File: src/rtl/gpio_pkg.sv
package gpio_pkg;
    localparam int OFS_OUT   = 'h00;
    localparam int OFS_DIR   = 'h04;
    localparam int OFS_BLINK = 'h08;
    localparam int OFS_POL   = 'h0C;
    localparam int OFS_DIN   = 'h10;
endpackage

File: src/rtl/gpio_blink_timer.sv
module gpio_blink_timer #(
    parameter int BLINK_DIV = 1000
) (
    input  logic clk,
    input  logic rst_n,
    output logic phase
);
    localparam int CW = (BLINK_DIV > 1) ? $clog2(BLINK_DIV) : 1;
    localparam logic [CW-1:0] LAST = CW'(BLINK_DIV - 1);

    typedef struct packed {
        logic [CW-1:0] cnt;
        logic          ph;
    } tb_t;

    tb_t t_d, t_q;

    always_comb begin
        t_d = t_q;
        if (t_q.cnt == LAST) begin
            t_d.cnt = '0;
            t_d.ph  = ~t_q.ph;
        end else begin
            t_d.cnt = t_q.cnt + 1'b1;
        end
    end

    always_ff @(posedge clk or negedge rst_n) begin
        if (!rst_n) t_q <= '0;
        else        t_q <= t_d;
    end

    assign phase = t_q.ph;


    cnt_range_chk: assert property (@(posedge clk) disable iff (!rst_n)
        t_q.cnt <= LAST);


    phase_wrap_chk: assert property (@(posedge clk) disable iff (!rst_n)
        (t_q.ph != $past(t_q.ph)) |-> ($past(t_q.cnt) == LAST));
endmodule

File: src/rtl/gpio_in_sync.sv
module gpio_in_sync #(
    parameter int LINES = 32
) (
    input  logic             clk,
    input  logic             rst_n,
    input  logic [LINES-1:0] raw,
    output logic [LINES-1:0] synced
);
    typedef struct packed {
        logic [LINES-1:0] s1;
        logic [LINES-1:0] s2;
    } sy_t;

    sy_t s_d, s_q;

    always_comb begin
        s_d.s1 = raw;
        s_d.s2 = s_q.s1;
    end

    always_ff @(posedge clk or negedge rst_n) begin
        if (!rst_n) s_q <= '0;
        else        s_q <= s_d;
    end

    assign synced = s_q.s2;


    sync_shift_chk: assert property (@(posedge clk) disable iff (!rst_n)
        1'b1 |=> (s_q.s2 == $past(s_q.s1)));
endmodule

File: src/rtl/gpio_port.sv
module gpio_port
    import gpio_pkg::*;
#(
    parameter int LINES     = 32,
    parameter int ADDR_W    = 8,
    parameter int BLINK_DIV = 1000
) (
    input  logic              clk,
    input  logic              rst_n,
    input  logic              reg_wr,
    input  logic [ADDR_W-1:0] reg_addr,
    input  logic [LINES-1:0]  reg_wdata,
    output logic [LINES-1:0]  reg_rdata,
    input  logic [LINES-1:0]  pad_in,
    output logic [LINES-1:0]  pad_oe,
    output logic [LINES-1:0]  pad_out,
    output logic [LINES-1:0]  in_level
);
    localparam logic [ADDR_W-1:0] A_OUT   = ADDR_W'(OFS_OUT);
    localparam logic [ADDR_W-1:0] A_DIR   = ADDR_W'(OFS_DIR);
    localparam logic [ADDR_W-1:0] A_BLINK = ADDR_W'(OFS_BLINK);
    localparam logic [ADDR_W-1:0] A_POL   = ADDR_W'(OFS_POL);
    localparam logic [ADDR_W-1:0] A_DIN   = ADDR_W'(OFS_DIN);

    typedef struct packed {
        logic [LINES-1:0] lvl;
        logic [LINES-1:0] dir;
        logic [LINES-1:0] blk;
        logic [LINES-1:0] pol;
    } cfg_t;

    cfg_t c_d, c_q;
    logic             blink_phase;
    logic [LINES-1:0] pins_sync;
    logic [LINES-1:0] din_val;

    gpio_blink_timer #(.BLINK_DIV(BLINK_DIV)) u_timer (
        .clk   (clk),
        .rst_n (rst_n),
        .phase (blink_phase)
    );

    gpio_in_sync #(.LINES(LINES)) u_sync (
        .clk    (clk),
        .rst_n  (rst_n),
        .raw    (pad_in),
        .synced (pins_sync)
    );

    always_comb begin
        c_d = c_q;
        if (reg_wr) begin
            case (reg_addr)
                A_OUT:   c_d.lvl = reg_wdata;
                A_DIR:   c_d.dir = reg_wdata;
                A_BLINK: c_d.blk = reg_wdata;
                A_POL:   c_d.pol = reg_wdata;
                default: ;
            endcase
        end
    end

    always_ff @(posedge clk or negedge rst_n) begin
        if (!rst_n) begin
            c_q.lvl <= '0;
            c_q.dir <= '1;
            c_q.blk <= '0;
            c_q.pol <= '0;
        end else begin
            c_q <= c_d;
        end
    end

    assign din_val  = pins_sync ^ c_q.pol;
    assign in_level = din_val;

    for (genvar i = 0; i < LINES; i++) begin : g_line
        assign pad_oe[i]  = ~c_q.dir[i];
        assign pad_out[i] = c_q.lvl[i] ^ (c_q.blk[i] & blink_phase);
    end

    always_comb begin
        case (reg_addr)
            A_OUT:   reg_rdata = c_q.lvl;
            A_DIR:   reg_rdata = c_q.dir;
            A_BLINK: reg_rdata = c_q.blk;
            A_POL:   reg_rdata = c_q.pol;
            A_DIN:   reg_rdata = din_val;
            default: reg_rdata = '0;
        endcase
    end


    lvl_capture_chk: assert property (@(posedge clk) disable iff (!rst_n)
        (reg_wr && reg_addr == A_OUT) |=> (c_q.lvl == $past(reg_wdata)));


    pol_capture_chk: assert property (@(posedge clk) disable iff (!rst_n)
        (reg_wr && reg_addr == A_POL) |=> (c_q.pol == $past(reg_wdata)));


    din_write_ignored_chk: assert property (@(posedge clk) disable iff (!rst_n)
        (reg_wr && reg_addr == A_DIN) |=> $stable(c_q));
endmodule

File: config.mk
export PLATFORM = sky130hd
export DESIGN_NAME = gpio_port
export DESIGN_NICKNAME = d
export VERILOG_FILES = /design/src/rtl/gpio_pkg.sv /design/src/rtl/gpio_blink_timer.sv /design/src/rtl/gpio_in_sync.sv /design/src/rtl/gpio_port.sv
export SDC_FILE = /design/constraint.sdc
export NUM_CORES = 1
export LEC_CHECK = 0
export ABC_AREA = 1
export BUFFER_PORTS_ARGS = -buffer_cell sky130_fd_sc_hd__buf_4
export CORE_ASPECT_RATIO = 0.8
export CORE_MARGIN = 5
export CORE_UTILIZATION = 59
export DETAILED_ROUTE_END_ITERATION = 6
export PLACE_DENSITY = 0.92
export SLEW_MARGIN = 20
export SYNTH_ARGS = -nofsm -noshare
export SYNTH_HDL_FRONTEND = slang
export SYNTH_HIERARCHICAL = 1
export SYNTH_SLANG_ARGS = --single-unit
File: constraint.sdc
create_clock -name clk -period 3.5 [get_ports clk]
set_clock_uncertainty 0.2 [all_clocks]
set_input_delay 0.35 -clock clk [delete_from_list [all_inputs] [get_ports clk]]
set_output_delay 0.35 -clock clk [all_outputs]
set_load 0.03 [all_outputs]
==> metrics, run 1 <==
Req. time, crit path=2950 ps; Placement Rows=41; DRC=0; commonest non-fill, non-tap cell in the layout=nand2_1; status=complete, no violations; min-delay src=u_sync/s_d[14]; Post-CTS Resized=0; slowest CP cell=nor2_4; clk root buf=clkbuf_16; multi-input combinational cell area=3780 sq um; Slew Limit Fails=0; Area growth syn-to-layout=31.5%; largest stage delay on the critical path=560 ps; total CTS buffers=20; P_int=4.11 mW; Post-Synthesis Cells=1,186; Hold Path Depth=0; worst vdd ir=464 uV; Hold Vio Cnt, Final=0; Final #Nets=1,507; Setup CP Type=in -> out; largest fanout on the critical path=20; clock group share of total power=39.9%; combinational power share=13.8%; FILL cells=1,015; PD cells=439 nW/um^2; H-tree depth=1; worst hold margin=143 ps; post-synth cell types=24; CTS Hold Bufs=65; DRT iter0 DRCs=963; vias=9,225; Syn Std Cell Area=9630 sq um; Leak Pwr=6.82 nW; CP Capture Type=output port; Seq pwr share=46.3%; #FFs+latches synth=203; setup tns final=0 ps; worst r2r src=u_timer/t_q[1]; clock buffer depth=3; post-CTS setup buffers=0; setup violators final=0; cells along the critical path=buf_4, inv_2, nand2_2, nor2_4, nand2_2, nor2_1, nor2_1, nand2_1, buf_4; synth top area cells=dfrtp_1 (44%), nand2_1 (15%), dfstp_2 (8.7%); reg-to-reg endpoint=u_timer/t_q[1]; Yosys top cell by area=dfrtp_1; Fmax=348 MHz; syn_nets=1,262; register area share after synthesis=53.2%; Die ar.=19,000 sq um; largest net degree at the start of global routing=107; Pre-antenna DRT Iters=6; initial antenna violation count=0; post-synth top area share=44.4%; register area=5120 sq um; Worst Hold Path EP=u_sync/synced[14]; slew margin rel.=34.7%; CTS tree=built; Least-Margin Pin Slew=977 ps; initial core utilization=60.6%; crit path DAT=2330 ps; Yosys warnings=6; total wire length=30,400 um; via/cell ratio=5.55; crit share post-route=82.2%; core area=15,900 sq um; gr ovfl total=0; IO Count=203; worst hold path class=reg -> reg; utilization after layout=79.6%; post-route ant nets=0; Sw Share=26.0%; routability cong.=0.887; most frequent cells in the layout=nand2_1 (381), buf_4 (215), dfrtp_1 (171); vias in the first global route=9,713; die height=124 um; Tmin final=2880 ps; fraction of layout cells with a size suffix above 1=21.7%; GRT Util Overall=32.0%; RSZ-0062 raised after global routing=no; Port Buffers=202; drt wl/cell=18.3 um; R2R cell count=6; syn_area_per_cell=8.12 sq um; Max-Cap Viols=0; Worst-path clk slew=60 ps; Worst-Skew Late Latency=500 ps; first-pass GRT wire length=49,900 um; critical path startpoint category=input pin; reg-to-reg slack, setup=1980 ps; dpl hpwl=18,500 um; clock sink count=203; DIE WIDTH=153 um; NetSw=1.44 mW
area by class of cell:
type,instances,area share (%)
Clock buffer,32,4.79
Timing Repair Buffer,286,18.8
Sequential cell,203,40.4
Tap cell,215,2.12
Antenna cell,1,0.0198
Multi-Input combinational cell,802,29.8
Clock inverter,4,0.553
Inverter,118,3.50
through the flow:
step                      std cells  power, mW  instance area [sq um]  setup slack [ps]
final                          1661       5.56                  12700               624
after global routing           1660       5.74                  12700               507
after CTS                      1660       5.56                  12700               703
after detailed placement       1559       3.30                  11300               713
after global placement         1559       3.28                  11300               836
after floorplan                1186       2.95                   9630              1570
worst max-delay path by stage:
stage	start	to	slack, ps	cells past startpoint
2_1_floorplan	c_q[11]	reg_rdata[11]	1570	5
3_3_place_gp	reg_addr[0]	reg_rdata[17]	840	9
3_5_place_dp	reg_addr[0]	reg_rdata[8]	710	9
4_1_cts	reg_addr[0]	reg_rdata[8]	700	9
5_1_grt	reg_addr[0]	reg_rdata[16]	510	9
6_report	reg_addr[0]	reg_rdata[0]	620	9
power by group through the flow:
stage / Sequential [mW] / Combinational [mW] / Clock (mW)
6_report: 2.57 / 0.766 / 2.22
5_1_grt: 2.59 / 0.820 / 2.33
4_1_cts: 2.57 / 0.756 / 2.23
3_5_place_dp: 2.61 / 0.693 / 0
3_3_place_gp: 2.60 / 0.680 / 0
2_1_floorplan: 2.59 / 0.363 / 0
Yosys cell counts:
| library cell | instances |
|---|---|
| nand2_1 | 382 |
| dfrtp_1 | 171 |
| nand3_1 | 151 |
| inv_1 | 108 |
| nor2_1 | 83 |
| o21ai_1 | 51 |
| xor2_1 | 48 |
| o21ai_0 | 46 |
| dfstp_2 | 32 |
| buf_2 | 28 |
| xnor2_1 | 18 |
| clkbuf_1 | 17 |
| buf_4 | 11 |
| inv_2 | 10 |
| nand2_2 | 7 |
| buf_1 | 6 |
| nor2_2 | 5 |
| nor2_4 | 4 |
| a21oi_1 | 3 |
| buf_6 | 1 |
| ha_1 | 1 |
| nand3_2 | 1 |
| nand4_1 | 1 |
| nor2_8 | 1 |
state kept, by name, indices dropped and copies added (netlist names):
signal	count
c_q	128
u_sync/s_d	32
u_sync/synced	32
u_timer/t_q	10
u_timer/phase	1
routing by layer:
layer  vias up  share of wire (%)  global-route usage [%]
met3        99                 11                    8.48
met4         0                3.7                    13.1
li1       4169                  -                       -
met5         -                  0                       0
met2       607                 47                    52.2
met1      4350                 38                    40.8
cell families after synthesis:
group,share of synthesized area [%]
flip-flops,53.2
XOR/XNOR,6.00
AND/OR/NAND/NOR,27.6
AO/OA/AOI/OAI,5.20
adder cells (fa/ha/maj),0.130
buffers and inverters,7.92
worst max-delay path: cells and delay by family:
kind                   cells  cell delay (ps)
buffers and inverters      3              330
AND/OR/NAND/NOR            6             1630
(Power assumes the default switching activity.)
==> run 2, diff against run 1 <==
CORE_UTILIZATION = 55   (was 59)
PLACE_DENSITY = 0.87   (was 0.92)
clock period = 2.88 ns   (was 3.5 ns; I/O delays follow)
==> run 2 against run 1 <==
Compared with the run above: hold slack better by 4.6 ps; global-route usage down 2.2 points; register-to-register slack worse by 570 ps; cell area up 0.53%; sequential cell count unchanged; final cell count up 1.1%; clock-buffer cell count down 1; core utilization down 5.9 points; wire length up 0.15%; via count up 0.85%; sequential power up 22%; critical endpoint is now reg_rdata[15]; highest routed layer unchanged.
==> metrics, run 2 (same netlist as run 1, synthesis figures left out) <==
H-tree depth=1 (unchanged); met2 WL=14,300 um (was 14,400 um); CP delay by family, top=simple AND/OR/NAND/NOR gates (unchanged); Hold Vio Cnt, Final=0 (unchanged); Die ar.=20,300 sq um (was 19,000 sq um); worst hold margin=148 ps (was 143 ps); Final #Nets=1,516 (was 1,507); gr ovfl total=0 (unchanged); buffers and inverters on the worst path=3 (unchanged); routability cong.=0.877 (was 0.887); clk root buf=clkbuf_16 (unchanged); critical path startpoint category=input pin (unchanged); Port Buffers=202 (unchanged); PD cells=523 nW/um^2 (was 439 nW/um^2); status=complete, no violations (unchanged); Critical path origin=reg_addr[6] (was reg_addr[0]); DIE WIDTH=158 um (was 153 um); Largest register FFs=128 (unchanged); Worst-path clk slew=60 ps (about the same); RSZ-0062 raised after global routing=no (unchanged); Tmin final=2430 ps; crit share post-route=84.5%; min-delay src=u_sync/s_d[22] (was u_sync/s_d[14]); Placement Rows=43 (was 41); IO Count=203 (unchanged); setup tns final=0 ps (unchanged); Seq pwr share=47.0% (was 46.3%); largest fanout on the critical path=24 (was 20); crit path DAT=1950 ps (was 2330 ps); die height=128 um (was 124 um); worst hold path class=reg -> reg (unchanged); DRC=0 (unchanged); worst r2r src=u_timer/t_q[1] (unchanged); via/cell ratio=5.54 (was 5.55); clock group share of total power=39.0% (was 39.9%); total CTS buffers=21 (was 20); total wire length=30,400 um (about the same); Area growth syn-to-layout=32.2% (was 31.5%); combinational power share=14.0% (was 13.8%); Fmax=411 MHz; post-CTS setup buffers=0 (unchanged); worst vdd ir=463 uV (was 464 uV); Leak Pwr=6.86 nW (was 6.82 nW); vias=9,303 (was 9,225); Req. time, crit path=2390 ps (was 2950 ps); Least-Margin Pin Slew=604 ps (was 977 ps); Pre-antenna DRT Iters=6 (unchanged); Top Metal Used=met4 (unchanged); Sw Share=27.0% (was 26.0%); Slew Limit Fails=0 (unchanged); slowest CP cell=nand2_2 (was nor2_4); CTS tree=built (unchanged); clock sink count=203 (unchanged); post-route ant nets=0 (unchanged); setup violators final=0 (unchanged); Setup CP Type=in -> out (unchanged); Worst-Skew Late Latency=500 ps (about the same); commonest non-fill, non-tap cell in the layout=nand2_1 (unchanged); Max-Cap Viols=0 (unchanged); drt wl/cell=18.1 um (was 18.3 um); DRT iter0 DRCs=856 (was 963); cells along the critical path=buf_4, inv_2, nand2_2, nor2_8, nand2_2, nor2_1, nor2_1, nand2_1, buf_4 (was buf_4, inv_2, nand2_2, nor2_4, nand2_2, nor2_1, nor2_1, nand2_1, buf_4); CP Capture Type=output port (unchanged); WL met3=3510 um (was 3450 um); number of diodes=0 (was 1); NetSw=1.80 mW (was 1.44 mW); dpl hpwl=19,000 um (was 18,500 um); GRT Util Overall=29.8% (was 32.0%); DRT met1 WL=11,600 um (was 11,400 um); Post-CTS Resized=0 (unchanged); Top reg by flops=c_q (unchanged); FILL cells=1,184 (was 1,015); fraction of layout cells with a size suffix above 1=22.3% (was 21.7%); initial core utilization=55.8% (was 60.6%); slew margin rel.=59.6% (was 34.7%); vias in the first global route=9,302 (was 9,713); initial antenna violation count=0 (unchanged); first-pass GRT wire length=48,300 um (was 49,900 um); clock buffer depth=3 (unchanged); largest net degree at the start of global routing=72 (was 107); core area=17,300 sq um (was 15,900 sq um); largest stage delay on the critical path=440 ps (was 560 ps); P_int=4.86 mW (was 4.11 mW); most frequent cells in the layout=nand2_1 (382), buf_4 (221), dfrtp_1 (171) (was nand2_1 (381), buf_4 (215), dfrtp_1 (171))
==> run 2: cell types whose count changed in the layout (fill, tap and decap cells not counted), sizes merged <==
| cell | delta |
|---|---|
| clkbuf | -1 |
| diode | -1 |
| bufinv | -2 |
| buf | +8 |
| inv | +1 |
| clkinv | +4 |
==> run 2: final cells by class <==
class	count	area, sq um	area share (%)
tap	225	282	2.21
sequential	203	5120	40.2
clock buffer	31	613	4.81
clock inverter	7	38.8	0.305
inverter	118	443	3.48
multi-input combinational	802	3770	29.6
timing repair buffer	294	2460	19.3
==> run 2: power by group through the flow <==
stage	logic, mW	registers, mW	clock network [mW]
floorplan	0.441	3.15	0
global placement	0.836	3.17	0
detailed placement	0.850	3.17	0
CTS	0.926	3.13	2.63
global route	0.998	3.14	2.74
finish	0.933	3.13	2.60
==> run 2: per-stage QoR <==
stage	cell area [sq um]	util, %	worst slack, ps	std cells	power (mW)
floorplan	9630	-	1010	1186	3.59
CTS	12700	73.7	491	1680	6.68
global placement	11400	66.2	554	1577	4.00
detailed placement	11400	66.2	496	1577	4.02
global route	12700	73.7	345	1680	6.88
finish	12700	73.7	447	1680	6.66
==> run 2: path summary, 6_finish.rpt <==
kind,to,slack [ps],depth (start not counted)
max in group asynchronous,c_q[95],1460,3
min in group asynchronous,c_q[9],180,2
hold reg to reg,u_sync/synced[22],150,0
setup reg to reg,u_timer/t_q[10],1410,6
setup / recovery,reg_rdata[15],450,9
hold / removal,u_sync/synced[22],150,0
==> run 2: repair_timing <==
| action | CTS | global route |
|---|---|---|
| hold buffers | 65 | 0 |
| endpoints found under the setup margin | 0 | 0 |
| hold endpoints to repair | 227 | 0 |
==> run 2: metal layers <==
metal  vias up  track usage [%]
li1       4179                -
met1      4399             40.0
met2       616             49.2
met3       109             6.29
met4         0             9.18
met5         -                0
==> run 2: worst register-to-register path, cell delays in order, from the launching register on <==
cell	delay (ps)
dfrtp_1	370
ha_1	170
nand2_1	100
nor2_2	150
nand3_2	190
nand2_1	130
nor2_1	40
